===== config.mk =====
export PLATFORM = sky130hd
export DESIGN_NAME = rpc_top
export DESIGN_NICKNAME = d
export VERILOG_FILES = /design/src/rtl/rpc_pkg.sv /design/src/rtl/rpc_sat_cnt.sv /design/src/rtl/rpc_jabber.sv /design/src/rtl/rpc_event_trk.sv /design/src/rtl/rpc_part_fsm.sv /design/src/rtl/rpc_top.sv
export SDC_FILE = /design/constraint.sdc
export NUM_CORES = 1
export LEC_CHECK = 0
export CAP_MARGIN = 5
export CORE_AREA = 2 2 87 89
export DETAILED_ROUTE_END_ITERATION = 10
export DIE_AREA = 0 0 89 91
export DONT_BUFFER_PORTS = 1
export GPL_ROUTABILITY_DRIVEN = 1
export PLACE_DENSITY = 0.65
export SYNTH_ARGS = -nofsm -noshare
export SYNTH_HDL_FRONTEND = slang
export SYNTH_SLANG_ARGS = --single-unit

===== constraint.sdc =====
create_clock -name clk_i -period 2.7 [get_ports clk_i]
set_input_delay 0.405 -clock clk_i [delete_from_list [all_inputs] [get_ports clk_i]]
set_output_delay 0.405 -clock clk_i [all_outputs]
set_load 0.01 [all_outputs]

===== src/rtl/rpc_pkg.sv =====
package rpc_pkg;
  typedef enum logic {SPD_100 = 1'b0, SPD_10 = 1'b1} spd_e;

  function automatic int unsigned cc_limit(input int unsigned base, input logic dbl);
    return dbl ? 2 * base : base;
  endfunction
endpackage


===== src/rtl/rpc_sat_cnt.sv =====
module rpc_sat_cnt #(
  parameter int unsigned MAX = 15,
  localparam int unsigned W = $clog2(MAX + 1)
) (
  input  logic         clk_i,
  input  logic         rst_ni,
  input  logic         en_i,
  input  logic         clr_i,
  input  logic         inc_i,
  output logic [W-1:0] cnt_o
);
  localparam logic [W-1:0] TOP = W'(MAX);
  logic [W-1:0] cnt_q;

  always_ff @(posedge clk_i or negedge rst_ni) begin
    if (!rst_ni)                      cnt_q <= '0;
    else if (en_i && clr_i)           cnt_q <= '0;
    else if (en_i && inc_i && cnt_q != TOP) cnt_q <= cnt_q + 1'b1;
  end

  assign cnt_o = cnt_q;

  assert_sat_hold_R3: assert property (@(posedge clk_i) disable iff (!rst_ni)
    (en_i && !clr_i && cnt_q == TOP) |=> cnt_q == TOP);
endmodule


===== src/rtl/rpc_jabber.sv =====
module rpc_jabber #(
  parameter int unsigned JAB_BT = 65536
) (
  input  logic clk_i,
  input  logic rst_ni,
  input  logic tick_i,
  input  logic crs_i,
  input  logic en_i,
  output logic hit_o,
  output logic jab_o
);
  localparam int unsigned W = $clog2(JAB_BT + 1);
  localparam logic [W-1:0] HIT_AT = W'(JAB_BT - 1);

  logic [W-1:0] crs_len;
  logic         jab_q;

  rpc_sat_cnt #(.MAX(JAB_BT)) u_crs_len (
    .clk_i, .rst_ni, .en_i(tick_i), .clr_i(!crs_i), .inc_i(1'b1), .cnt_o(crs_len)
  );

  assign hit_o = en_i && crs_i && (crs_len >= HIT_AT);

  always_ff @(posedge clk_i or negedge rst_ni) begin
    if (!rst_ni)     jab_q <= 1'b0;
    else if (tick_i) jab_q <= en_i && crs_i && (jab_q || hit_o);
  end

  assign jab_o = jab_q;

  assert_jab_needs_crs_R6: assert property (@(posedge clk_i) disable iff (!rst_ni)
    $rose(jab_q) |-> $past(crs_i && tick_i));
  assert_jab_drop_R6: assert property (@(posedge clk_i) disable iff (!rst_ni)
    (tick_i && !crs_i) |=> !jab_q);
endmodule


===== src/rtl/rpc_event_trk.sv =====
module rpc_event_trk #(
  parameter int unsigned RECON_BT = 512
) (
  input  logic clk_i,
  input  logic rst_ni,
  input  logic tick_i,
  input  logic act_i,
  input  logic col_i,
  input  logic jab_hit_i,
  output logic end_o,
  output logic saw_col_o,
  output logic saw_jab_o,
  output logic long_o
);
  localparam int unsigned LMAX = RECON_BT + 1;
  localparam int unsigned LW   = $clog2(LMAX + 1);
  localparam logic [LW-1:0] LONG_AT = LW'(LMAX);

  logic [LW-1:0] len;
  logic          col_q, jab_q;

  rpc_sat_cnt #(.MAX(LMAX)) u_len (
    .clk_i, .rst_ni, .en_i(tick_i), .clr_i(!act_i), .inc_i(1'b1), .cnt_o(len)
  );

  always_ff @(posedge clk_i or negedge rst_ni) begin
    if (!rst_ni) begin
      col_q <= 1'b0;
      jab_q <= 1'b0;
    end else if (tick_i) begin
      col_q <= act_i && (col_q || col_i);
      jab_q <= act_i && (jab_q || jab_hit_i);
    end
  end

  assign end_o     = (len != '0) && !act_i;
  assign saw_col_o = col_q;
  assign saw_jab_o = jab_q;
  assign long_o    = (len == LONG_AT);
endmodule


===== src/rtl/rpc_part_fsm.sv =====
module rpc_part_fsm (
  input  logic clk_i,
  input  logic rst_ni,
  input  logic tick_i,
  input  logic en_i,
  input  logic enter_i,
  input  logic recon_i,
  output logic part_o
);
  logic part_q;

  always_ff @(posedge clk_i or negedge rst_ni) begin
    if (!rst_ni)           part_q <= 1'b0;
    else if (tick_i) begin
      if (!en_i)           part_q <= 1'b0;
      else if (enter_i)    part_q <= 1'b1;
      else if (recon_i)    part_q <= 1'b0;
    end
  end

  assign part_o = part_q;

  assert_part_tick_only_R2: assert property (@(posedge clk_i) disable iff (!rst_ni)
    !tick_i |=> $stable(part_q));
  assert_part_off_dis_R11: assert property (@(posedge clk_i) disable iff (!rst_ni)
    (tick_i && !en_i) |=> !part_q);
endmodule


===== src/rtl/rpc_top.sv =====
module rpc_top
  import rpc_pkg::*;
#(
  parameter int unsigned CC_LIM10    = 32,
  parameter int unsigned CC_LIM100   = 64,
  parameter int unsigned LONG_COL_BT = 1024,
  parameter int unsigned RECON_BT    = 512,
  parameter int unsigned JAB_BT      = 65536
) (
  input  logic clk_i,
  input  logic rst_ni,
  input  logic tick_i,
  input  logic crs_i,
  input  logic col_i,
  input  logic tx_act_i,
  input  logic spd10_i,
  input  logic dpart10_i,
  input  logic dpart100_i,
  input  logic djab10_i,
  input  logic djab100_i,
  input  logic dbl10_i,
  input  logic dbl100_i,
  output logic part_o,
  output logic jab_o,
  output logic rx_accept_o,
  output logic tx_en_o
);
  localparam int unsigned CC_MAX = 2 * ((CC_LIM10 > CC_LIM100) ? CC_LIM10 : CC_LIM100);
  localparam int unsigned CCW    = $clog2(CC_MAX + 1);
  localparam int unsigned CRW    = $clog2(LONG_COL_BT + 2);
  localparam logic [CRW-1:0] LONG_AT = CRW'(LONG_COL_BT);

  spd_e         spd;
  logic         act, part_en, jab_en, jab_hit, jab;
  logic         ev_end, ev_col, ev_jab, ev_long;
  logic [CCW-1:0] cc, lim_m1;
  logic [CRW-1:0] col_run;
  logic         long_col, cc_trip, recon, enter;

  assign spd     = spd_e'(spd10_i);
  assign act     = crs_i || tx_act_i;
  assign part_en = (spd == SPD_10) ? !dpart10_i : !dpart100_i;
  assign jab_en  = (spd == SPD_10) ? !djab10_i  : !djab100_i;
  assign lim_m1  = (spd == SPD_10) ? CCW'(cc_limit(CC_LIM10,  dbl10_i)  - 1)
                                   : CCW'(cc_limit(CC_LIM100, dbl100_i) - 1);

  rpc_jabber #(.JAB_BT(JAB_BT)) u_jab (
    .clk_i, .rst_ni, .tick_i, .crs_i, .en_i(jab_en), .hit_o(jab_hit), .jab_o(jab)
  );

  rpc_event_trk #(.RECON_BT(RECON_BT)) u_ev (
    .clk_i, .rst_ni, .tick_i, .act_i(act), .col_i, .jab_hit_i(jab_hit),
    .end_o(ev_end), .saw_col_o(ev_col), .saw_jab_o(ev_jab), .long_o(ev_long)
  );

  // consecutive colliding events; a clean event end restarts the run
  rpc_sat_cnt #(.MAX(CC_MAX)) u_cc (
    .clk_i, .rst_ni, .en_i(tick_i && ev_end), .clr_i(!ev_col), .inc_i(1'b1), .cnt_o(cc)
  );

  rpc_sat_cnt #(.MAX(LONG_COL_BT + 1)) u_col_run (
    .clk_i, .rst_ni, .en_i(tick_i), .clr_i(!col_i), .inc_i(1'b1), .cnt_o(col_run)
  );

  assign long_col = col_i && (col_run >= LONG_AT);
  assign cc_trip  = ev_end && ev_col && (cc >= lim_m1);
  assign recon    = ev_end && !ev_col && !ev_jab && ev_long;
  assign enter    = long_col || cc_trip || (jab_hit && spd == SPD_100);

  rpc_part_fsm u_part (
    .clk_i, .rst_ni, .tick_i, .en_i(part_en), .enter_i(enter), .recon_i(recon), .part_o
  );

  assign jab_o       = jab;
  assign rx_accept_o = crs_i && !part_o && !jab;
  assign tx_en_o     = !jab;

  assert_recon_at_end_R8: assert property (@(posedge clk_i) disable iff (!rst_ni)
    $fell(part_o) |-> ($past(!act) || $past(!part_en)));
  assert_long_col_R5: assert property (@(posedge clk_i) disable iff (!rst_ni)
    (tick_i && part_en && col_i && col_run >= LONG_AT) |=> part_o);
  assert_jab_stable_R2: assert property (@(posedge clk_i) disable iff (!rst_ni)
    !tick_i |=> $stable(jab_o));
  assert_jab10_no_part_R7: assert property (@(posedge clk_i) disable iff (!rst_ni)
    (tick_i && spd10_i && !part_o && jab_hit && !long_col && !cc_trip) |=> !part_o);
endmodule


After elaboration in Yosys (flattened, before gate mapping) --
Index checks and enable logic that the tools add are counted.
Cells by class: $add $sub $neg 6, magnitude comparators 3, eq/ne operators 6, mux-type cells 16, bitwise operators 1, reduce and logical (&&, ||, !) cells 47
Operator list (number):
- $mux 17 | 2
- $mux 8 | 4
- $logic_and 1x1->1 | 24
- $mux 11 | 2
- $mux 10 | 2
- $add 17x1->17 const B | 1
- $ge 17x16->1 const B | 1
- $ne 17x17->1 const B | 1
- $add 11x1->11 const B | 1
- $ge 11x11->1 const B | 1
- $logic_not 1->1 | 11
- $ne 11x11->1 const B | 1
- $add 10x1->10 const B | 1
- $eq 10x10->1 const B | 1
- $ne 10x10->1 const B | 1
- $reduce_bool 10->1 | 1
- $add 8x1->8 const B | 1
- $ge 8x8->1 | 1
- $ne 8x8->1 const B | 1
- $reduce_bool 2->1 | 4
- $sub 7x1->8 const B | 1
- $sub 8x1->8 const B | 1
- $mux 7 | 1
- $logic_or 1x1->1 | 6
- other kinds (4) | 8
Word-level totals: flip-flop bits (word level) 50, input port bits 13, logic and storage cells 87

Logic depth before layout (Yosys ltp) --
Gate-level depths: netlist (run 1).
depth in word-level cells 9, mapped depth 10

Cells and area by module --
From an unflattened synthesis (run 1), not the netlist that was laid out.
Second synthesis, totals: cell total of the unflattened synthesis 347, area total of the unflattened synthesis 3130.5 um2
By module, submodules not included:
- rpc_sat_cnt at u_jab.u_crs_len | instances 1, cells an instance 100, area each 939.7 um2, sequential area each 425.4 um2
- rpc_sat_cnt at u_col_run | instances 1, cells an instance 75, area each 680.7 um2, sequential area each 275.3 um2
- rpc_sat_cnt at u_ev.u_len | instances 1, cells an instance 64, area each 591.8 um2, sequential area each 250.2 um2
- rpc_sat_cnt at u_cc | instances 1, cells an instance 49, area each 451.7 um2, sequential area each 200.2 um2
- rpc_top | instances 1, cells an instance 27, area each 200.2 um2, sequential area each 0.0 um2
- rpc_event_trk | instances 1, cells an instance 14, area each 112.6 um2, sequential area each 50.0 um2
- rpc_jabber | instances 1, cells an instance 13, area each 107.6 um2, sequential area each 25.0 um2
- rpc_part_fsm | instances 1, cells an instance 5, area each 46.3 um2, sequential area each 25.0 um2

Worst setup path before layout (run 1) --
OpenSTA, ideal clock, no wires.
path kind in2reg, start in dbl10_i, end reg u_part.part_q, in the netlist u_part.part_o, library setup time 77 ps, data arrival time 2103 ps, required time 2623 ps, path slack 519 ps, stages on the path 10, path buffers 0, cells stage by stage nand2b_1 -> inv_1 -> or2_2 -> ha_1 -> xnor2_1 -> ha_1 -> and3_1 -> nand3_1 -> a311o_1 -> a21oi_1
Between the ends: word-level cells in the longest chain between the ends 9
Ends and longest elaborated chain:
- start: declaration | line rpc_top.sv:21 | input logic dbl10_i,
- $mux 7 (*) | line rpc_pkg.sv:5 | return dbl ? 2 * base : base;
- $sub 7x1->8 (*) | line rpc_top.sv:44 | assign lim_m1 = (spd == SPD_10) ? CCW'(cc_limit(CC_LIM10, dbl10_i) - 1)
- $mux 8 (*) | line rpc_top.sv:44
- $ge 8x8->1 (*) | line rpc_top.sv:66 | assign cc_trip = ev_end && ev_col && (cc >= lim_m1);
- $logic_and 1x1->1 (*) | line rpc_top.sv:66
- $logic_or 1x1->1 (*) (2 in series) | line rpc_top.sv:68 | assign enter = long_col || cc_trip || (jab_hit && spd == SPD_100);
- $ne 3x3->1 (no line) / $mux 1 (equally long branches)
- $reduce_and 2->1 (no line) / $mux 1 (equally long branches)
- end signal: assignment | line rpc_part_fsm.sv:15 | if (!en_i) part_q <= 1'b0;
- end signal: assignment | line rpc_part_fsm.sv:16 | else if (enter_i) part_q <= 1'b1;
- end signal: assignment | line rpc_part_fsm.sv:17 | else if (recon_i) part_q <= 1'b0;
- end: declaration | line rpc_part_fsm.sv:10 | logic part_q;
Mark *: on every way between the ends. The rest lies on a longest branch, timed or not. A chain may end at the register's enable or synchronous reset.

Final worst setup path (run 1) --
start reg u_jab.u_crs_len.cnt_q[6], in the netlist u_jab.u_crs_len.cnt_o[6], end reg u_jab.jab_q, in the netlist u_jab.jab_o
Between the ends: word-level cells in the longest chain between the ends 4
Ends and longest elaborated chain:
- start: declaration | line rpc_sat_cnt.sv:13 | logic [W-1:0] cnt_q;
- start signal: assignment | line rpc_sat_cnt.sv:18 | else if (en_i && inc_i && cnt_q != TOP) cnt_q <= cnt_q + 1'b1;
- $ge 17x16->1 | line rpc_jabber.sv:22 | assign hit_o = en_i && crs_i && (crs_len >= HIT_AT);
- $logic_and 1x1->1 | line rpc_jabber.sv:22
- $logic_or 1x1->1 | line rpc_jabber.sv:26 | else if (tick_i) jab_q <= en_i && crs_i && (jab_q || hit_o);
- $logic_and 1x1->1 | line rpc_jabber.sv:26
- end signal: assignment | line rpc_jabber.sv:26
- end: declaration | line rpc_jabber.sv:16 | logic jab_q;
No other way between the ends.

==> results of run 1 <==
==> cells by family after synthesis <==
kind of cell	Yosys count	synth area share [%]
AND/OR/NAND/NOR	154	27.7
buffers and inverters	21	2.87
AO/OA/AOI/OAI	64	14.6
adder cells (fa/ha/maj)	14	6.00
multiplexers	1	0.343
XOR/XNOR	19	5.70
flip-flops	50	42.8
==> timing repair <==
action	4_1_cts	5_1_grt
buffers inserted	0	0
hold buffers	2	0
endpoints found under the hold margin	50	0
==> worst max-delay path, delay by kind of cell, from the launching register on <==
kind / cells / cell delay [ns]
fa+ha+maj: 1 / 0.15
flops: 1 / 0.48
simple gates: 5 / 0.94
compound gates: 2 / 0.38
==> final cells by class <==
class | count | area share (%)
multi-input cells | 252 | 50.0
inverters | 14 | 1.66
repair buffers | 4 | 1.66
clock inverters | 1 | 0.946
clock buffers | 7 | 2.41
well taps | 99 | 3.90
flip-flops and latches | 50 | 39.4
==> worst paths after layout <==
check | cells past startpoint | slack, ns | end
worst min register to register | 1 | 0.51 | u_ev.saw_jab_o
max in group asynchronous | 2 | 1.88 | u_jab.u_crs_len.cnt_o[1]
worst min-delay path | 1 | 0.18 | u_jab.jab_o
min in group asynchronous | 2 | 0.60 | u_ev.u_len.cnt_o[8]
worst max register to register | 8 | 0.67 | u_jab.jab_o
worst max-delay path | 8 | 0.67 | u_jab.jab_o
==> metrics by stage <==
stage	util (%)	hold slack [ns]	instances	power, mW	setup WS [ns]
floorplan	-	0.109	323	1.12	0.519
global placement	42.4	0.111	417	1.17	0.463
detailed placement	42.4	0.110	417	1.19	0.415
CTS	44.5	0.167	427	1.74	0.685
global route	44.5	0.161	427	1.82	0.530
finish	44.5	0.182	427	1.72	0.673
==> state kept, by name, indices dropped and copies added (netlist names) <==
name / flops
u_jab.u_crs_len.cnt_o: 17
u_jab.jab_o: 1
u_ev.saw_col_o: 1
u_col_run.cnt_o: 11
u_ev.saw_jab_o: 1
u_ev.u_len.cnt_o: 10
u_cc.cnt_o: 8
u_part.part_o: 1
==> Yosys cell counts, types with 2 or more instances <==
cell and n:
dfrtp_1 50, nand2_1 37, nor2_1 34, o21ai_0 23, a21oi_1 17, nand3_1 17
xor2_1 16, ha_1 14, inv_1 14, nand4_1 13, and3_1 11, or3_1 10
nand2b_1 6, nor3_1 6, clkbuf_1 5, nor2b_1 5, o31ai_1 4, o2bb2ai_1 3
xnor2_1 3, a31oi_1 2, nor4_1 2, o41ai_1 2
==> power groups by stage <==
stage / clock, mW / sequential, mW / combinational [mW]
floorplan: 0 / 0.894 / 0.224
global placement: 0 / 0.917 / 0.255
detailed placement: 0 / 0.921 / 0.265
CTS: 0.547 / 0.906 / 0.289
global route: 0.574 / 0.921 / 0.325
finish: 0.523 / 0.909 / 0.284
==> layer usage <==
layer  wire length, um  vias to the layer above
li1                  -                     1155
met3               308                        8
met4               104                        0
met1              3060                     1115
met5                 0                        -
met2              2700                       50
==> impl_results.md, run 1 <==
- Syn_nets: 350
- HP Class: input port to register
- Crit path cell chain: and4_4 > and4_1 > nand2_1 > nor2_1 > ha_1 > nor2_1 > a21oi_1 > a2bb2oi_1
- Std cell rows: 31
- Die width: 89 um
- Tcrit/Tclk final: 75.1%
- Via count: between 2000 and 2500
- Vias in the first global route: 2250
- Cells after Synth: 323
- Htree depth: 2
- CTS Buffer Depth: 2
- Detailed Route Iter0 Violations: 131
- Later-pin clock latency in the skew report: roughly 0.31 ns
- Synth Flop Type: dfrtp_1
- Max VDD drop: 236 uV
- Die Area: around 8000 sq um
- Register area: 1250 sq um
- Fraction of layout cells with a size suffix above 1: slightly below 6%
- CORE AREA: 7140 sq um
- Clock sinks: 50
- Avg Inst Size Synth: approximately 9 sq um
- Final setup violation count: 0
- Io pins: 17
- Worst path arrival time: 2.26 ns
- Worst-margin pin slew: 0.590 ns
- Initial DRT Pass Iterations: 4
- Internal cell power: 1.21 mW
- Ranking of synthesized cells by area: dfrtp_1 43%, ha_1 6.0%, xor2_1 4.8%
- Clock group share of total power: 30.5%
- Netlist cell types: 51
- Mapped cell area: 2920 sq um
- Number of remaining DRC errors: 0
- CP max FO: 7
- # nets final: around 350
- Register area share after synthesis: between 40% and 50%
- Post-synthesis async set-or-reset flop share: 100%
- Pwr Density: 541 nW/um^2
- Die span in y: 91 um
- CTS Buf Count: 5
- GRT Overall Usage: between 10% and 20%
- Routed len/inst: between 10 and 15 um
- Combinational power share: 16.5%
- RSZ-0062 raised after global routing: false
- Slew Limit Fails: 0
- Sw frac: 29.4%
- Initial antenna violation count: 0
- Met1 GRT Util: 23.0%
- CTS tree: yes
- Ant. Diodes: 0
- Critical path type: register to register
- Final wirelength: 6.18 mm
- Post_cts resized: 0
- Synth warn: 0
- Sw Pwr: around 0.50 mW
- Delay of the slowest cell on the worst path: 0.48 ns
- Routed Antenna Nets: 0
- Flop and latch count out of synthesis: 50
- Hold Startpoint: tick_i
- Fin Setup TNS: 0 ns
- Most common cell after layout, fill and taps aside: dfrtp_1
- Max stage delay cell, worst path: dfrtp_1
- Seq pwr share: 53.0%
- Yosys top cell area share: approximately 43%
- Port buffer count: 0
- Status: complete, no violations
- Final HPWL DP: 4.43 mm
- Clock transition at path regs: 0.09 ns
- Design area: 3170 sq um
- Post-placement cell area: 3030 sq um
- Area delta synth->final: 8.61%
- Fin. Hold Viols: 0
- Leak: ~1.4 nW
- Max_cap viols: 0
- Post-synth EDFFs: 0
- Fill cells: 723
- Root Driver: clkbuf_8
- Global-route wire length before repair: 10.4 mm
- Grt peak-use layer: met2
- Crit path required time: a little under 3 ns
- Pin count of the biggest net entering global routing: 51
- Placer Congestion: 0.795
- Relative slew slack: about 60%
- Crit path time final: 2.03 ns
- Critical Path Start Type: register
- Reg2Reg Launch Point: u_jab.u_crs_len.cnt_o[6]
- Crit end category: register
- Met2 Resource Use GR: between 20% and 30%
- Most frequent cells in the layout: 50 x dfrtp_1, 37 x nand2_1, 34 x nor2_1
- Crit path top cell by count: nor2_1
- Grt total ovfl: 0
- Footprint of the multi-input gates: 1590 sq um
- Fin Clk Skew: 0.0109 ns
- Post-synth top area cell: dfrtp_1
- Critical path launch point: u_jab.u_crs_len.cnt_o[6]
- Met3 usage: 4.55%
- Drt via density: 5.45
- F_max: 493 MHz
- Starting density of the core: 40.9%
(Power assumes the default switching activity.)
==> run 2, diff against run 1 <==
--- a/config.mk
+++ b/config.mk
@@ -11,7 +11,7 @@
 export DIE_AREA = 0 0 89 91
 export DONT_BUFFER_PORTS = 1
 export GPL_ROUTABILITY_DRIVEN = 1
-export PLACE_DENSITY = 0.65
+export PLACE_DENSITY = 0.67
 export SYNTH_ARGS = -nofsm -noshare
 export SYNTH_HDL_FRONTEND = slang
 export SYNTH_SLANG_ARGS = --single-unit
==> constraint.sdc (replaced) <==
create_clock -name clk_i -period 1.7 [get_ports clk_i]
set_input_delay 0.255 -clock clk_i [delete_from_list [all_inputs] [get_ports clk_i]]
set_output_delay 0.255 -clock clk_i [all_outputs]
set_load 0.01 [all_outputs]
==> run 2 against run 1 <==
- register-to-register slack got worse by 0.67 ns
- sequential power increased by 57%
- combinational power increased by 140%
- sequential share of layout area decreased by 4.5 points
- global-route usage about the same
- critical path type unchanged
- critical endpoint is now u_part.part_o
- largest power group unchanged
==> impl_results.md, run 2 (synthesized netlist as in run 1, its figures left out) <==
- Fin. Hold Viols: 0 (unchanged)
- Crit end category: register
- Fin Setup TNS: 0 ns (unchanged)
- Final wirelength: 6.47 mm (+4.7%)
- Pin count of the biggest net entering global routing: 51 (unchanged)
- Via count: 2471 (+6.1%)
- CTS tree: yes
- Most common cell after layout, fill and taps aside: dfrtp_1
- Max VDD drop: 296 uV (+26%)
- Most frequent cells in the layout: 50 x dfrtp_1, 37 x buf_4, 36 x nand2_1
- Critical path type: register to register
- Drt via density: 5.31 (-2.5%)
- RSZ-0062 raised after global routing: true
- Fraction of layout cells with a size suffix above 1: 22.7% (+17 points)
- Max_cap viols: 0 (unchanged)
- Worst path arrival time: 1.90 ns (-0.36 ns)
- Starting density of the core: 40.9% (unchanged)
- Crit path time final: 1.70 ns (-0.332 ns)
- Tcrit/Tclk final: 99.7% (+25 points)
- Pwr Density: 790 nW/um^2 (+46%)
- CP max FO: 3 (-4)
- Placed cells: 445 (+6.7%)
- Vias in the first global route: 2385 (+6.0%)
- PnR worst setup slack: 0.00492 ns (-0.668 ns)
- Initial DRT Pass Iterations: 4 (unchanged)
- Later-pin clock latency in the skew report: 0.31 ns (about the same)
- Grt peak-use layer: met2
- Routed Antenna Nets: 0 (unchanged)
- Post-Layout Cell Count: 465 (+8.9%)
- Std cell rows: 31 (unchanged)
- Detailed Route Iter0 Violations: 122 (-6.9%)
- Worst-margin pin slew: 0.447 ns (-0.143 ns)
- Clock sinks: 50 (unchanged)
- Global-route wire length before repair: 10.6 mm (+2.0%)
- Final setup violation count: 0 (unchanged)
- Leak: 1.60 nW (+16%)
- Critical Path Start Type: register
- Tot Pwr: 2.83 mW (+65%)
- HP Class: input port to register
- Ant. Diodes: 0 (unchanged)
- # nets final: 392 (+11%)
- Met1 GRT Util: 22.6% (-0.37 points)
- Relative slew slack: 70.1% (+9.7 points)
- Status: complete, no violations
- Crit path required time: 1.90 ns (-1.03 ns)
- Area delta synth->final: 22.6%
- F_max: 590 MHz (+20%)
- Port buffer count: 0 (unchanged)
- Grt total ovfl: 0 (unchanged)
- Number of remaining DRC errors: 0 (unchanged)
- CTS Buf Count: 5 (unchanged)
- Routed len/inst: 13.9 um (-3.8%)
- Die Area: 8100 sq um (unchanged)
- GRT Overall Usage: 16.3% (-0.025 points)
- Fin Clk Skew: 0.0115 ns (+0.000580 ns)
- Slew Limit Fails: 0 (unchanged)
- Final HPWL DP: 4.40 mm (-0.70%)
- Number of flip-flops in the largest register: 17 (unchanged)
- Fin util: 50.2% (+5.7 points)
- Htree depth: 2 (unchanged)
- CTS Buffer Depth: 2 (unchanged)
- Io pins: 17 (unchanged)
- Die span in y: 91 um (unchanged)
- Clock transition at path regs: 0.09 ns (about the same)
- Met3 usage: 3.45% (-1.1 points)
- Placer Congestion: 0.848 (+6.8%)
- Initial antenna violation count: 0 (unchanged)
- Die width: 89 um (unchanged)
- CORE AREA: 7140 sq um (unchanged)
- Met2 Resource Use GR: 25.3% (+1.1 points)
- Root Driver: clkbuf_8
- Dpl ws: -0.227 ns (-0.642 ns)
## run 2: cell types whose count changed in the layout (fill, tap and decap cells not counted), sizes merged
cell,previous run,this run
buf,3,40
bufinv,1,0
clkinv,0,1
dlygate4sd3,1,2
## run 2: layout make-up
| class | instances | area (sq um) |
|---|---|---|
| multi-input cells | 252 | 1720 |
| inverters | 14 | 52.6 |
| flip-flops and latches | 50 | 1250 |
| clock inverters | 1 | 5.00 |
| well taps | 99 | 124 |
| fillers | 689 | 3550 |
| repair buffers | 42 | 348 |
| clock buffers | 7 | 86.3 |
## run 2: what timing repair did
action,CTS,global route
hold buffers,2,1
setup endpoints to repair,7,18
pin swaps,3,8
hold endpoints to repair,50,1
buffers inserted,1,8
resized for setup,6,24
## run 2: per-stage QoR
| stage | hold WS, ns | cell area [sq um] |
|---|---|---|
| 4_1_cts | 0.00687 | 3420 |
| 5_1_grt | 0.0697 | 3580 |
| 6_report | 0.0800 | 3580 |
| 2_1_floorplan | -0.0406 | 2950 |
| 3_3_place_gp | -0.0396 | 3270 |
| 3_5_place_dp | -0.0394 | 3270 |
## run 2: worst max-delay path: stages, from the launching register on
cell,delay (ns)
dfrtp_1,0.41
ha_2,0.20
and3_4,0.17
and2_4,0.15
nand2_2,0.04
nor2_1,0.04
ha_2,0.17
nor2_4,0.09
o21ai_1,0.06
a31oi_1,0.16
a21oi_1,0.08
## run 2: report_power, final
part	internal [mW]	switching [mW]
logic	0.349	0.327
clock network	0.329	0.394
registers	1.29	0.136
## run 2: worst paths after layout
kind | startpoint | end | slack [ns] | depth (start not counted)
worst max-delay path | u_jab.u_crs_len.cnt_o[1] | u_part.part_o | 0.005 | 10
worst min-delay path | crs_i | u_jab.u_crs_len.cnt_o[5] | 0.08 | 1
worst max register to register | u_jab.u_crs_len.cnt_o[1] | u_part.part_o | 0.005 | 10
worst min register to register | u_ev.saw_jab_o | u_ev.saw_jab_o | 0.50 | 1
max in group asynchronous | rst_ni | u_ev.u_len.cnt_o[5] | 1.02 | 2
min in group asynchronous | rst_ni | u_jab.u_crs_len.cnt_o[5] | 0.45 | 2
## run 2: per-layer routing
metal  vias to the layer above  part of all wire, %
li1                       1238                    -
met1                      1197                   50
met2                        29                   46
met3                         7                  2.6
met4                         0                  1.3
met5                         -                    0
==> run 3, diff against run 2 <==
--- a/config.mk
+++ b/config.mk
@@ -5,8 +5,9 @@
 export SDC_FILE = /design/constraint.sdc
 export NUM_CORES = 1
 export LEC_CHECK = 0
-export CAP_MARGIN = 5
+export CAP_MARGIN = 20
 export CORE_AREA = 2 2 87 89
+export CTS_BUF_LIST = sky130_fd_sc_hd__clkbuf_8
 export DETAILED_ROUTE_END_ITERATION = 10
 export DIE_AREA = 0 0 89 91
 export DONT_BUFFER_PORTS = 1
==> run 3 against run 2 <==
- via count is the same
- fmax is the same
- global-route usage is the same
==> impl_results.md, run 3 (synthesized netlist as in run 1, its figures left out) <==
- Status: complete, no violations
- Critical path launch point: u_jab.u_crs_len.cnt_o[1]
- F_max: 590 MHz (unchanged)
- Die width: 89 um (unchanged)
- Worst setup endpoint: u_part.part_o
- # nets final: 392 (unchanged)
- Pwr Density: 788 nW/um^2 (-0.15%)
- Crit path required time: 1.90 ns (about the same)
- HP Class: input port to register
- Global-route wire length before repair: 10.6 mm (unchanged)
- Max stage delay cell, worst path: dfrtp_1
- Pin count of the biggest net entering global routing: 51 (unchanged)
- RSZ-0062 raised after global routing: true
- Reg2Reg Launch Point: u_jab.u_crs_len.cnt_o[1]
- Relative slew slack: 70.1% (unchanged)
- Initial antenna violation count: 0 (unchanged)
- Hold Slack: 0.0800 ns (-0.000000400 ns)
- Worst path arrival time: 1.90 ns (about the same)
- Via count: 2471 (unchanged)
- Placer Congestion: 0.848 (unchanged)
- Crit path cell chain: ha_2 > and3_4 > and2_4 > nand2_2 > nor2_1 > ha_2 > nor2_4 > o21ai_1 > a31oi_1 > a21oi_1
- Vias in the first global route: 2385 (unchanged)
- Drt via density: 5.31 (unchanged)
- Area delta synth->final: 22.6% (unchanged)
- Clock sinks: 50 (unchanged)
- GRT Overall Usage: 16.3% (unchanged)
- Root Driver: clkbuf_8
- Slew Limit Fails: 0 (unchanged)
- Placed cells: 445 (unchanged)
- Die span in y: 91 um (unchanged)
- Final wirelength: 6.48 mm (about the same)
- Htree depth: 2 (unchanged)
- Critical Path Start Type: register
- Tcrit/Tclk final: 99.7% (about the same)
- Initial DRT Pass Iterations: 4 (unchanged)
- Max_cap viols: 0 (unchanged)
- Starting density of the core: 40.9% (unchanged)
- CTS tree: yes
- Fraction of layout cells with a size suffix above 1: 22.7% (unchanged)
- Std cell rows: 31 (unchanged)
- Routed Antenna Nets: 0 (unchanged)
- Io pins: 17 (unchanged)
- CORE AREA: 7140 sq um (unchanged)
- Final setup violation count: 0 (unchanged)
- Critical path type: register to register
- Number of remaining DRC errors: 0 (unchanged)
- Number of flip-flops in the largest register: 17 (unchanged)
- Fin Clk Skew: 0.0115 ns (unchanged)
- Die Area: 8100 sq um (unchanged)
- Final HPWL DP: 4.40 mm (unchanged)
- Worst-margin pin slew: 0.447 ns (unchanged)
- Crit path time final: 1.70 ns (+0.000000220 ns)
- Clock transition at path regs: 0.09 ns (about the same)
- Capture point of the worst reg-to-reg path: u_part.part_o
- CTS Buf Count: 5 (unchanged)
- Routed len/inst: 13.9 um (about the same)
- Leak: 1.60 nW (+0.26%)
- Worst R2R Path Depth: 10 (unchanged)
- Reg2Reg Setup Slack: 0.005 ns (about the same)
- Most common cell after layout, fill and taps aside: dfrtp_1
- Grt total ovfl: 0 (unchanged)
- Detailed Route Iter0 Violations: 122 (unchanged)
- Max VDD drop: 296 uV (about the same)
- Later-pin clock latency in the skew report: 0.31 ns (about the same)
- Ant. Diodes: 0 (unchanged)
- Most frequent cells in the layout: 50 x dfrtp_1, 37 x buf_4, 36 x nand2_1
- Fin. Hold Viols: 0 (unchanged)
- CP max FO: 3 (unchanged)
- Tot Pwr: 2.82 mW (-0.15%)
- Port buffer count: 0 (unchanged)
- Delay of the slowest cell on the worst path: 0.41 ns (about the same)
- Crit path top cell by count: ha_2
- Fin util: 50.2% (unchanged)
- CTS Buffer Depth: 2 (unchanged)
- Fill cells: 689 (unchanged)
- Crit end category: register
- Post-Layout Cell Count: 465 (unchanged)
## run 3: worst min path at each step
| stage | from | endpoint | slack (ns) | cells past startpoint |
|---|---|---|---|---|
| after floorplan | rst_ni | u_cc.cnt_o[0] | -0.04 | 0 |
| after global placement | rst_ni | u_jab.u_crs_len.cnt_o[8] | -0.04 | 0 |
| after detailed placement | rst_ni | u_jab.u_crs_len.cnt_o[8] | -0.04 | 0 |
| after CTS | tick_i | u_jab.jab_o | 0.007 | 1 |
| after global routing | crs_i | u_jab.u_crs_len.cnt_o[5] | 0.07 | 1 |
| final | crs_i | u_jab.u_crs_len.cnt_o[5] | 0.08 | 1 |
## run 3: metrics by stage
stage | instance area (sq um) | TNS (ns) | setup slack, ns
floorplan | 2950 | -0.157 | -0.157
global placement | 3270 | -0.187 | -0.187
detailed placement | 3270 | -0.325 | -0.227
CTS | 3420 | -0.0169 | -0.00904
global route | 3580 | -0.298 | -0.0754
finish | 3580 | 0 | 0.00492
## run 3: where the power goes
group / internal [mW] / switching, mW / leakage, nW
logic: 0.349 / 0.327 / 0.869
registers: 1.29 / 0.136 / 0.680
clock network: 0.323 / 0.396 / 0.0524
## run 3: worst max-delay path, delay by kind of cell (launching register included)
kind                       cells  cell delay (ns)
AOI/OAI and AO/OA              3             0.30
DFF                            1             0.41
and+or+nand+nor                5             0.49
adders and majority gates      2             0.37
## run 3: per-layer routing
metal,track usage (%),vias up,routed length (um)
li1,-,1238,-
met1,22.6,1197,3230
met2,25.3,29,3000
met3,3.45,7,166
met4,5.35,0,85
met5,0,-,0
## run 3: area by class of cell
class / count / area [sq um] / share of cell area, %
multi-input combinational: 252 / 1720 / 47.9
sequential: 50 / 1250 / 34.9
timing repair buffer: 42 / 348 / 9.71
tap: 99 / 124 / 3.46
clock buffer: 6 / 82.6 / 2.31
inverter: 14 / 52.6 / 1.47
clock inverter: 2 / 8.76 / 0.244
## run 3: timing repair
action                                 4_1_cts  5_1_grt
hold buffers                                 2        1
endpoints found under the hold margin       50        1
setup buffers                                1        8
pin swaps                                    3        8
setup endpoints to repair                    7       18
resized for setup                            6       24
